==> src/rtl/i2ct_pkg.sv <==
// Package: shared offsets, status bit positions and state type for the
// byte-mode I2C target receiver. Assumes a 3-bit word-offset register port.
package i2ct_pkg;
    localparam int REG_AW       = 3;
    localparam int ST_W         = 3;
    localparam int ST_RX        = 0;
    localparam int ST_STOP      = 1;
    localparam int ST_MATCH     = 2;
    localparam int CMD_RX_BIT   = 3;
    localparam int CTRL_EN_BIT  = 1;

    localparam logic [REG_AW-1:0] OFS_CTRL  = 3'd0;
    localparam logic [REG_AW-1:0] OFS_DEV   = 3'd1;
    localparam logic [REG_AW-1:0] OFS_IEN   = 3'd2;
    localparam logic [REG_AW-1:0] OFS_ISTAT = 3'd3;
    localparam logic [REG_AW-1:0] OFS_CMD   = 3'd4;
    localparam logic [REG_AW-1:0] OFS_BUF   = 3'd5;

    typedef enum logic {
        TS_IDLE = 1'b0,
        TS_XFER = 1'b1
    } tstate_e;
endpackage

==> src/rtl/i2ct_cfg_regs.sv <==
// Module: configuration registers (function control, device address,
// interrupt enable) plus write decode for command and status.
// Assumes one register write per cycle; the own address loads from the
// device address register as it stood before the control write.
module i2ct_cfg_regs
    import i2ct_pkg::*;
#(
    parameter int          DATA_W    = 32,
    parameter int          ADDR_W    = 7,
    parameter logic [31:0] CTRL_MASK = 32'h0071C3FF
) (
    input  logic              clk,
    input  logic              rst_n,
    input  logic              wen,
    input  logic [REG_AW-1:0] waddr,
    input  logic [DATA_W-1:0] wdata,
    output logic [DATA_W-1:0] ctrl_q,
    output logic [DATA_W-1:0] dev_q,
    output logic [ST_W-1:0]   ien_q,
    output logic [ADDR_W-1:0] own_addr,
    output logic              tgt_en,
    output logic              cmd_wr,
    output logic              cmd_rx,
    output logic              istat_wr,
    output logic [ST_W-1:0]   istat_wmask
);
    localparam logic [DATA_W-1:0] MASK_W = DATA_W'(CTRL_MASK);

    logic ctrl_we;
    logic dev_we;
    logic ien_we;

    // Decode the single write port into per-register strobes.
    always_comb begin
        ctrl_we     = wen && (waddr == OFS_CTRL);
        dev_we      = wen && (waddr == OFS_DEV);
        ien_we      = wen && (waddr == OFS_IEN);
        cmd_wr      = wen && (waddr == OFS_CMD);
        istat_wr    = wen && (waddr == OFS_ISTAT);
        cmd_rx      = wdata[CMD_RX_BIT];
        istat_wmask = wdata[ST_W-1:0];
    end

    // Hold the stored configuration and latch the own address on enable.
    always_ff @(posedge clk) begin
        if (!rst_n) begin
            ctrl_q   <= '0;
            dev_q    <= '0;
            ien_q    <= '0;
            own_addr <= '0;
        end else begin
            if (ctrl_we) begin
                ctrl_q <= wdata & MASK_W;
                if (wdata[CTRL_EN_BIT]) begin
                    own_addr <= dev_q[ADDR_W-1:0];
                end
            end
            if (dev_we) begin
                dev_q <= wdata;
            end
            if (ien_we) begin
                ien_q <= wdata[ST_W-1:0];
            end
        end
    end

    assign tgt_en = ctrl_q[CTRL_EN_BIT];
endmodule

==> src/rtl/i2ct_rx_path.sv <==
// Module: target receive path. Tracks idle versus target-transfer state,
// fills the byte buffer, drives the bus-hold request and the acknowledge
// release pulse, and reports accepted events as status set pulses.
// Assumes events are single-cycle pulses; stop beats start beats data.
module i2ct_rx_path
    import i2ct_pkg::*;
#(
    parameter int ADDR_W = 7,
    parameter int BYTE_W = 8
) (
    input  logic              clk,
    input  logic              rst_n,
    input  logic              tgt_en,
    input  logic [ADDR_W-1:0] own_addr,
    input  logic              evt_start,
    input  logic              evt_data,
    input  logic [BYTE_W-1:0] evt_byte,
    input  logic              evt_stop,
    input  logic              cmd_wr,
    input  logic              cmd_rx,
    output logic              busy,
    output logic [BYTE_W-1:0] rx_byte,
    output logic              hold,
    output logic              ack_release,
    output logic [ST_W-1:0]   st_set
);
    localparam int PAD_W = BYTE_W - ADDR_W;

    tstate_e state_q;
    logic    acc_stop;
    logic    acc_start;
    logic    acc_data;
    logic    ack_go;

    // Accept events by state and priority.
    always_comb begin
        acc_stop  = evt_stop && (state_q == TS_XFER);
        acc_start = evt_start && tgt_en && !acc_stop;
        acc_data  = evt_data && (state_q == TS_XFER) && !acc_stop && !acc_start;
        ack_go    = cmd_wr && !cmd_rx && (state_q == TS_XFER);
        st_set    = '0;
        st_set[ST_RX]    = acc_start || acc_data;
        st_set[ST_STOP]  = acc_stop;
        st_set[ST_MATCH] = acc_start;
    end

    // Update the transfer state, byte buffer, hold request and ack pulse.
    always_ff @(posedge clk) begin
        if (!rst_n) begin
            state_q     <= TS_IDLE;
            rx_byte     <= '0;
            hold        <= 1'b0;
            ack_release <= 1'b0;
        end else begin
            ack_release <= ack_go;
            if (acc_stop) begin
                state_q <= TS_IDLE;
                hold    <= 1'b0;
            end else if (acc_start) begin
                state_q <= TS_XFER;
                rx_byte <= {own_addr, {PAD_W{1'b0}}};
                hold    <= 1'b1;
            end else if (acc_data) begin
                rx_byte <= evt_byte;
                hold    <= 1'b1;
            end else if (ack_go) begin
                hold    <= 1'b0;
            end
        end
    end

    assign busy = (state_q == TS_XFER);
endmodule

==> src/rtl/i2ct_status.sv <==
// Module: interrupt status register with write-one-to-clear and an
// interrupt line that ORs enabled status bits. A set beats a clear.
module i2ct_status
    import i2ct_pkg::*;
(
    input  logic            clk,
    input  logic            rst_n,
    input  logic [ST_W-1:0] st_set,
    input  logic            clr_wr,
    input  logic [ST_W-1:0] clr_mask,
    input  logic [ST_W-1:0] ien,
    output logic [ST_W-1:0] istat,
    output logic            irq
);
    logic [ST_W-1:0] clr_eff;

    // Only a status write carries a clear mask.
    always_comb begin
        clr_eff = clr_wr ? clr_mask : '0;
    end

    // Apply the clear, then the event sets.
    always_ff @(posedge clk) begin
        if (!rst_n) begin
            istat <= '0;
        end else begin
            istat <= (istat & ~clr_eff) | st_set;
        end
    end

    assign irq = |(istat & ien);
endmodule

==> src/rtl/i2c_byte_target.sv <==
// Module: top of the byte-mode I2C target receiver. Joins the configuration
// registers, the receive path and the status block, and muxes reads.
// Assumes BYTE_W == ADDR_W + 1 and a read port that is combinational.
module i2c_byte_target
    import i2ct_pkg::*;
#(
    parameter int          DATA_W    = 32,
    parameter int          ADDR_W    = 7,
    parameter int          BYTE_W    = 8,
    parameter logic [31:0] CTRL_MASK = 32'h0071C3FF
) (
    input  logic              clk,
    input  logic              rst_n,
    input  logic              evt_start,
    input  logic              evt_data,
    input  logic [BYTE_W-1:0] evt_byte,
    input  logic              evt_stop,
    input  logic              reg_wen,
    input  logic [REG_AW-1:0] reg_addr,
    input  logic [DATA_W-1:0] reg_wdata,
    output logic [DATA_W-1:0] reg_rdata,
    output logic              irq,
    output logic              ack_release,
    output logic              bus_hold,
    output logic              tgt_busy,
    output logic              tgt_enabled,
    output logic [ADDR_W-1:0] own_addr
);
    logic [DATA_W-1:0] ctrl_w;
    logic [DATA_W-1:0] dev_w;
    logic [ST_W-1:0]   ien_w;
    logic [ST_W-1:0]   istat_w;
    logic [ST_W-1:0]   st_set_w;
    logic [ST_W-1:0]   clr_mask_w;
    logic [BYTE_W-1:0] rx_byte_w;
    logic              cmd_wr_w;
    logic              cmd_rx_w;
    logic              clr_wr_w;

    i2ct_cfg_regs #(
        .DATA_W(DATA_W), .ADDR_W(ADDR_W), .CTRL_MASK(CTRL_MASK)
    ) u_cfg (
        .clk(clk), .rst_n(rst_n), .wen(reg_wen), .waddr(reg_addr),
        .wdata(reg_wdata), .ctrl_q(ctrl_w), .dev_q(dev_w), .ien_q(ien_w),
        .own_addr(own_addr), .tgt_en(tgt_enabled), .cmd_wr(cmd_wr_w),
        .cmd_rx(cmd_rx_w), .istat_wr(clr_wr_w), .istat_wmask(clr_mask_w)
    );

    i2ct_rx_path #(
        .ADDR_W(ADDR_W), .BYTE_W(BYTE_W)
    ) u_rx (
        .clk(clk), .rst_n(rst_n), .tgt_en(tgt_enabled), .own_addr(own_addr),
        .evt_start(evt_start), .evt_data(evt_data), .evt_byte(evt_byte),
        .evt_stop(evt_stop), .cmd_wr(cmd_wr_w), .cmd_rx(cmd_rx_w),
        .busy(tgt_busy), .rx_byte(rx_byte_w), .hold(bus_hold),
        .ack_release(ack_release), .st_set(st_set_w)
    );

    i2ct_status u_st (
        .clk(clk), .rst_n(rst_n), .st_set(st_set_w), .clr_wr(clr_wr_w),
        .clr_mask(clr_mask_w), .ien(ien_w), .istat(istat_w), .irq(irq)
    );

    // Select the register addressed by the read port.
    always_comb begin
        case (reg_addr)
            OFS_CTRL:  reg_rdata = ctrl_w;
            OFS_DEV:   reg_rdata = dev_w;
            OFS_IEN:   reg_rdata = DATA_W'(ien_w);
            OFS_ISTAT: reg_rdata = DATA_W'(istat_w);
            OFS_BUF:   reg_rdata = DATA_W'(rx_byte_w);
            default:   reg_rdata = '0;
        endcase
    end
endmodule

==> config.mk <==
export PLATFORM = sky130hd
export DESIGN_NAME = i2c_byte_target
export DESIGN_NICKNAME = d
export VERILOG_FILES = /design/src/rtl/i2ct_pkg.sv /design/src/rtl/i2ct_cfg_regs.sv /design/src/rtl/i2ct_rx_path.sv /design/src/rtl/i2ct_status.sv /design/src/rtl/i2c_byte_target.sv
export SDC_FILE = /design/constraint.sdc
export NUM_CORES = 1
export LEC_CHECK = 0
export ABC_AREA = 1
export ABC_CLOCK_PERIOD_IN_PS = 1600
export BUFFER_PORTS_ARGS = -buffer_cell sky130_fd_sc_hd__buf_4
export CORE_ASPECT_RATIO = 1.75
export CORE_MARGIN = 10
export CORE_UTILIZATION = 35
export CTS_CLUSTER_DIAMETER = 30
export DETAILED_ROUTE_END_ITERATION = 8
export PLACE_DENSITY = 0.67
export SYNTH_ARGS = -nofsm -noshare
export SYNTH_HDL_FRONTEND = slang
export SYNTH_SLANG_ARGS = --single-unit
==> constraint.sdc <==
create_clock -name clk -period 1.6 [get_ports clk]
set_input_delay 0.16 -clock clk [delete_from_list [all_inputs] [get_ports clk]]
set_output_delay 0.16 -clock clk [all_outputs]
set_load 0.02 [all_outputs]
======== Word level (Yosys, flattened, before mapping) ========
Cells that the tools add are included.
word-level totals
  flip-flop bits (word level) ............. 72
  memory bits (writable) .................. 0
  memories ................................ 0
  memory bits (read-only) ................. 0
  latch bits .............................. 0
  input port bits ......................... 49
cells by class
  $lt $le $gt $ge ......................... 0
  $mul .................................... 0
  reductions and logical operators ........ 24
  bitwise operators ....................... 6
  div/mod/pow operators ................... 0
  add/sub/neg operators ................... 0
  muxes and demuxes ....................... 7
  equal/unequal tests ..................... 5
  shift-type cells ........................ 0
operators with widths
  kind                  count
  $pmux W32 S5          1
  $mux W8               2
  $logic_and A1 B1 Y1   13
  $and A3 B3 Y3         2
  $eq A3 B2 Y1 const B  2
  $eq A3 B3 Y1 const B  2
  $reduce_and A2 Y1     2
  $eq A3 B1 Y1 const B  1
  $logic_not A1 Y1      3
  $logic_not A3 Y1      1
  $mux W1               3
  $mux W3               1
  $not A3 Y3            1
  $or A3 B3 Y3          1
  $reduce_bool A3 Y1    1
  $reduce_or A3 Y1      1
  $not A1 Y1            2
  $reduce_bool A2 Y1    1
  $reduce_or A2 Y1      1
  $logic_or A1 B1 Y1    1

======== Depth between registers and ports, before layout ========
  depth after elaboration ................. 7
  depth in mapped cells ................... 8
  mapped depth without buffers ............ 7

======== Cells and area by module ========
From an unflattened synthesis, not the netlist that was laid out.
unflattened totals
  cell total of the unflattened synthesis .. 620
  area total of the unflattened synthesis .. 3898.7 µm²
modules (own cells, without submodules)
  module           instances  seq. area each (µm²)  cells each  area an instance (µm²)
  i2ct_cfg_regs    1          1161.1                381         2553.7
  i2c_byte_target  1          0.0                   136         625.6
  i2ct_rx_path     1          220.2                 83          590.6
  i2ct_status      1          60.1                  20          128.9

======== Least setup slack after synthesis ========
No wires, ideal clock.
  kind .................................... flip-flop to flip-flop
  start ................................... reg u_cfg.ctrl_q[1]
  end ..................................... reg u_rx.rx_byte[1]
  clock period less this slack ............ 1.315 ns
  required time ........................... 1.488 ns
  buffers on the path ..................... 0
  data arrival time ....................... 1.202 ns
  setup time .............................. 0.112 ns
  stages on the path, launching flop included .. 8
  setup slack ............................. 0.285 ns
  cell sequence ........................... dfxtp_1 > nand2_1 > clkinv_1 > nand2_2 > nand2_1 > clkinv_1 > nor2_1 > nor2_1
on the way
  cells in the longest elaborated chain, start to end .. 6
  elaborated cells on any way between the ends .. 7
  those cells by class .................... mux (1); reduce/logical (6)
RTL lines
  item                                RTL line             source
  from (decl)                         i2ct_cfg_regs.sv:17  output logic [DATA_W-1:0] ctrl_q,
  from (signal assigned)              i2ct_cfg_regs.sv:53  ctrl_q <= wdata & MASK_W;
  $logic_and A1 B1 Y1 * (2 in a row)  i2ct_rx_path.sv:38   acc_start = evt_start && tgt_en && !acc_stop;
  $logic_not A1 Y1                    i2ct_rx_path.sv:39   acc_data = evt_data && (state_q == TS_XFER) && !acc_stop && !acc_start;
  $logic_and A1 B1 Y1                 i2ct_rx_path.sv:39
  $reduce_bool A2 Y1 (no line)        n/a
  $reduce_and A2 Y1 (no line)         n/a
  to (signal assigned)                i2ct_rx_path.sv:61   rx_byte <= {own_addr, {PAD_W{1'b0}}};
  to (signal assigned)                i2ct_rx_path.sv:64   rx_byte <= evt_byte;
  to (decl)                           i2ct_rx_path.sv:22   output logic [BYTE_W-1:0] rx_byte,
Every way passes the cells marked *; elsewhere a longest branch is shown, timed or not.
A chain may end at the register's enable or synchronous reset.

======== Final worst setup path ========
  start ................................... reg u_cfg.dev_q[2]
  end ..................................... out reg_rdata[2]
on the way
  cells in the longest elaborated chain, start to end .. 1
RTL lines
  item                    RTL line               source
  from (decl)             i2ct_cfg_regs.sv:18    output logic [DATA_W-1:0] dev_q,
  from (signal assigned)  i2ct_cfg_regs.sv:59    dev_q <= wdata;
  $pmux W32 S5            i2c_byte_target.sv:66  case (reg_addr)
  to (decl)               i2c_byte_target.sv:21  output logic [DATA_W-1:0] reg_rdata,
Every way passes these cells.

==> metrics.txt <==
type of element launching the critical path register; Setup Buffers After CTS 0; first-pass GRT wire length 16000 microns; DR vias 3463; highest attainable clock frequency 729 MHz; number of buffers added to fix hold violations after cts 0; clock-pin slew on the worst setup and hold paths 0.05 ns; clock tree from TritonCTS done; launch point of the critical path u_cfg.dev_q[2]$_SDFFE_PN0P_; Cells after Synth 561; half-perimeter wire length after detailed placement 7360 microns; average via count per standard cell 4.42; combined area of all synthesized cells 3500 sq um; Clock Latency Late Sink 0.32 ns; number of different library cells in the post-synthesis netlist 24; total setup violations reported at the end of the flow 0; internal reg-to-reg setup slack 0.33 ns; first-iteration detailed-routing DRC count 167; worst-margin pin slew 0.436 ns; final critical delay including setup and external delays 1.37 ns; total power density per cell area 895 nW/um^2; maximum root-to-sink buffer count 2; Ant. Diodes 0; routed metal-1 wire length 3820 microns; WS Path Type register to output pin; number of antenna violations at the first check in global routing 0; total die area 14500 sq um; TritonCTS buffer count 9; largest clock skew in the final design 0.00370 ns; data required time at the worst endpoint 1.44 ns; Final Net Count 704; relative slew slack 0.709; area share of the largest cell type after synthesis 0.412; share of the core filled with cells in the final layout 0.467; period utilisation layout 0.857; standard cell core area 9790 sq um; critical register-to-register path startpoint u_rx.busy$_SDFFE_PP0P_; Fin Setup TNS 0 ns; post-synthesis register bit count 72; topmost layer with routed signal wires met4; total of buffers placed on input and output ports 92; Die Span X 95.6 microns; Worst Hold Slack 0.0699 ns; number of optimization iterations in the first detailed-route pass 4; number of levels in the clock H-tree 3; global route overflow 0; Final Power 4.10 mW; top cells by area, synth sky130_fd_sc_hd__dfxtp_1 41%, sky130_fd_sc_hd__nand2_1 18%, sky130_fd_sc_hd__nor2_1 17%, sky130_fd_sc_hd__inv_1 7.6%, sky130_fd_sc_hd__nand3_1 3.1%; worst endpoint data arrival time 1.21 ns; total length of routed met3 wires 517 microns; post-cts gate resize count 0; part of the Yosys area used for sequential elements 0.412; peak ir drop on the vdd network 0.608 mV; Row Count 48; buffer type at the clock tree root sky130_fd_sc_hd__clkbuf_16; total count of hold-check failures in the final report 0; Area Overhead vs Synth 30.9%; type of element capturing the critical path output pin; net count after synthesis 610; end point of the critical path reg_rdata[2]; synth warn 0; largest net degree at the start of global routing 43; Initial Util 0.357; antenna-violating nets left 0; r2r endpoint u_rx.rx_byte[7]$_SDFFE_PN0P_; die boundary height 152 microns; area of the multi-input gates 1620 sq um; dominant cell type by area after synthesis sky130_fd_sc_hd__dfxtp_1; r2r worst-path depth 6; filler cell count in the final layout 1032; final worst setup slack 0.228 ns; DR DRC count 0; max-slew violation count 0; sinks on the clock net 72; most common library cell in the layout ignoring fill and taps sky130_fd_sc_hd__nand2_1; static power due to leakage 2.33 nW; setup repair after global routing missed its margin false; max-cap violations 0; gp weighted congestion 0.904; area taken by flip-flops and latches 1440 sq um; layout cells sized above 1 0.197; Routed WL per cell 12.4 microns; vias in the first global route 3422; leading cell types in the layout, fill and taps excluded 172 x sky130_fd_sc_hd__nand2_1, 155 x sky130_fd_sc_hd__nor2_1, 104 x sky130_fd_sc_hd__buf_4; aggregate global-route resource usage 0.136; average cell area after synthesis 6.23 sq um; top-level port count 93; worst slack, placed 0.246 ns; Met2 Wirelength 5200 microns; status finished clean; classification of the worst-slack hold path primary input to register; CP Max Fanout 3; sum of routed wire length over all layers 9690 microns
==> sequential cells by signal (all words and copies together), names as in the netlist <==
register and flops:
u_rx.rx_byte 8, u_rx.ack_release 1, u_rx.busy 1, u_st.istat 3, u_cfg.own_addr 7, u_cfg.ien_q 3, u_cfg.ctrl_q 16, u_cfg.dev_q 32
u_rx.hold 1
==> cells in the mapped netlist <==
| cell | instances |
|---|---|
| sky130_fd_sc_hd__inv_1 | 71 |
| sky130_fd_sc_hd__inv_2 | 2 |
| sky130_fd_sc_hd__buf_6 | 7 |
| sky130_fd_sc_hd__dfxtp_1 | 72 |
| sky130_fd_sc_hd__nor2_2 | 1 |
| sky130_fd_sc_hd__buf_4 | 3 |
| sky130_fd_sc_hd__nand3b_1 | 6 |
| sky130_fd_sc_hd__nand4_1 | 1 |
| sky130_fd_sc_hd__nand2_2 | 2 |
| sky130_fd_sc_hd__buf_1 | 1 |
| sky130_fd_sc_hd__a21oi_1 | 8 |
| sky130_fd_sc_hd__nand2_4 | 2 |
| sky130_fd_sc_hd__nand3_2 | 1 |
| sky130_fd_sc_hd__o21ai_0 | 16 |
| sky130_fd_sc_hd__nand2_1 | 172 |
| sky130_fd_sc_hd__clkinv_1 | 2 |
| sky130_fd_sc_hd__o211ai_1 | 1 |
| sky130_fd_sc_hd__nor2_4 | 2 |
| sky130_fd_sc_hd__clkbuf_1 | 6 |
| sky130_fd_sc_hd__nand3_1 | 22 |
| sky130_fd_sc_hd__nor2_1 | 155 |
| sky130_fd_sc_hd__nor2_8 | 1 |
| sky130_fd_sc_hd__o21ai_1 | 2 |
| sky130_fd_sc_hd__buf_2 | 5 |
==> kinds of logic after synthesis <==
logic type | share of synthesized area
AND/OR/NAND/NOR | 0.424
buffers and inverters | 0.124
AO/OA/AOI/OAI | 0.0394
flip-flops | 0.412
==> layer usage <==
layer / up-vias / global-route usage
met2: 71 / 0.244
met1: 1544 / 0.142
met5: - / 0
met4: 0 / 0.0480
met3: 7 / 0.0414
li1: 1841 / -
==> critical path, stage by stage, from the launching register on <==
cell and delay (ns):
sky130_fd_sc_hd__dfxtp_1 0.35, sky130_fd_sc_hd__inv_1 0.05, sky130_fd_sc_hd__nor2_1 0.13, sky130_fd_sc_hd__nor2_1 0.05, sky130_fd_sc_hd__nand3_1 0.14, sky130_fd_sc_hd__buf_4 0.17
==> final cells by class <==
cell class              count  area share
well taps                 125      0.0342
repair buffers            105       0.175
clock buffers              12      0.0561
inverters                  75      0.0615
flip-flops and latches     72       0.315
multi-input cells         392       0.354
clock inverters             3     0.00383
==> through the flow <==
step                      cells  area, sq um
after floorplan             561         3500
after global placement      769         4300
after detailed placement    769         4300
after CTS                   784         4570
after global routing        784         4570
final                       784         4570
==> power breakdown <==
group | internal (mW) | total [mW] | switching (mW)
registers | 1.85 | 1.88 | 0.0290
logic | 0.176 | 0.402 | 0.226
clock network | 1.12 | 1.82 | 0.699
total | 3.14 | 4.10 | 0.954
==> worst min path at each step <==
stage	slack, ns	to	cells after the start	from
6_report	0.07	u_cfg.ctrl_q[14]$_SDFFE_PN0P_	3	reg_wdata[14]
5_1_grt	0.07	u_cfg.ctrl_q[21]$_SDFFE_PN0P_	3	reg_wdata[21]
4_1_cts	0.06	u_cfg.ctrl_q[6]$_SDFFE_PN0P_	3	reg_wdata[6]
3_5_place_dp	0.40	u_cfg.ctrl_q[6]$_SDFFE_PN0P_	3	reg_wdata[6]
3_3_place_gp	0.40	u_cfg.ctrl_q[14]$_SDFFE_PN0P_	3	reg_wdata[14]
2_1_floorplan	0.29	u_cfg.ctrl_q[0]$_SDFFE_PN0P_	2	reg_wdata[0]
Power figures use the tool's default switching activity.
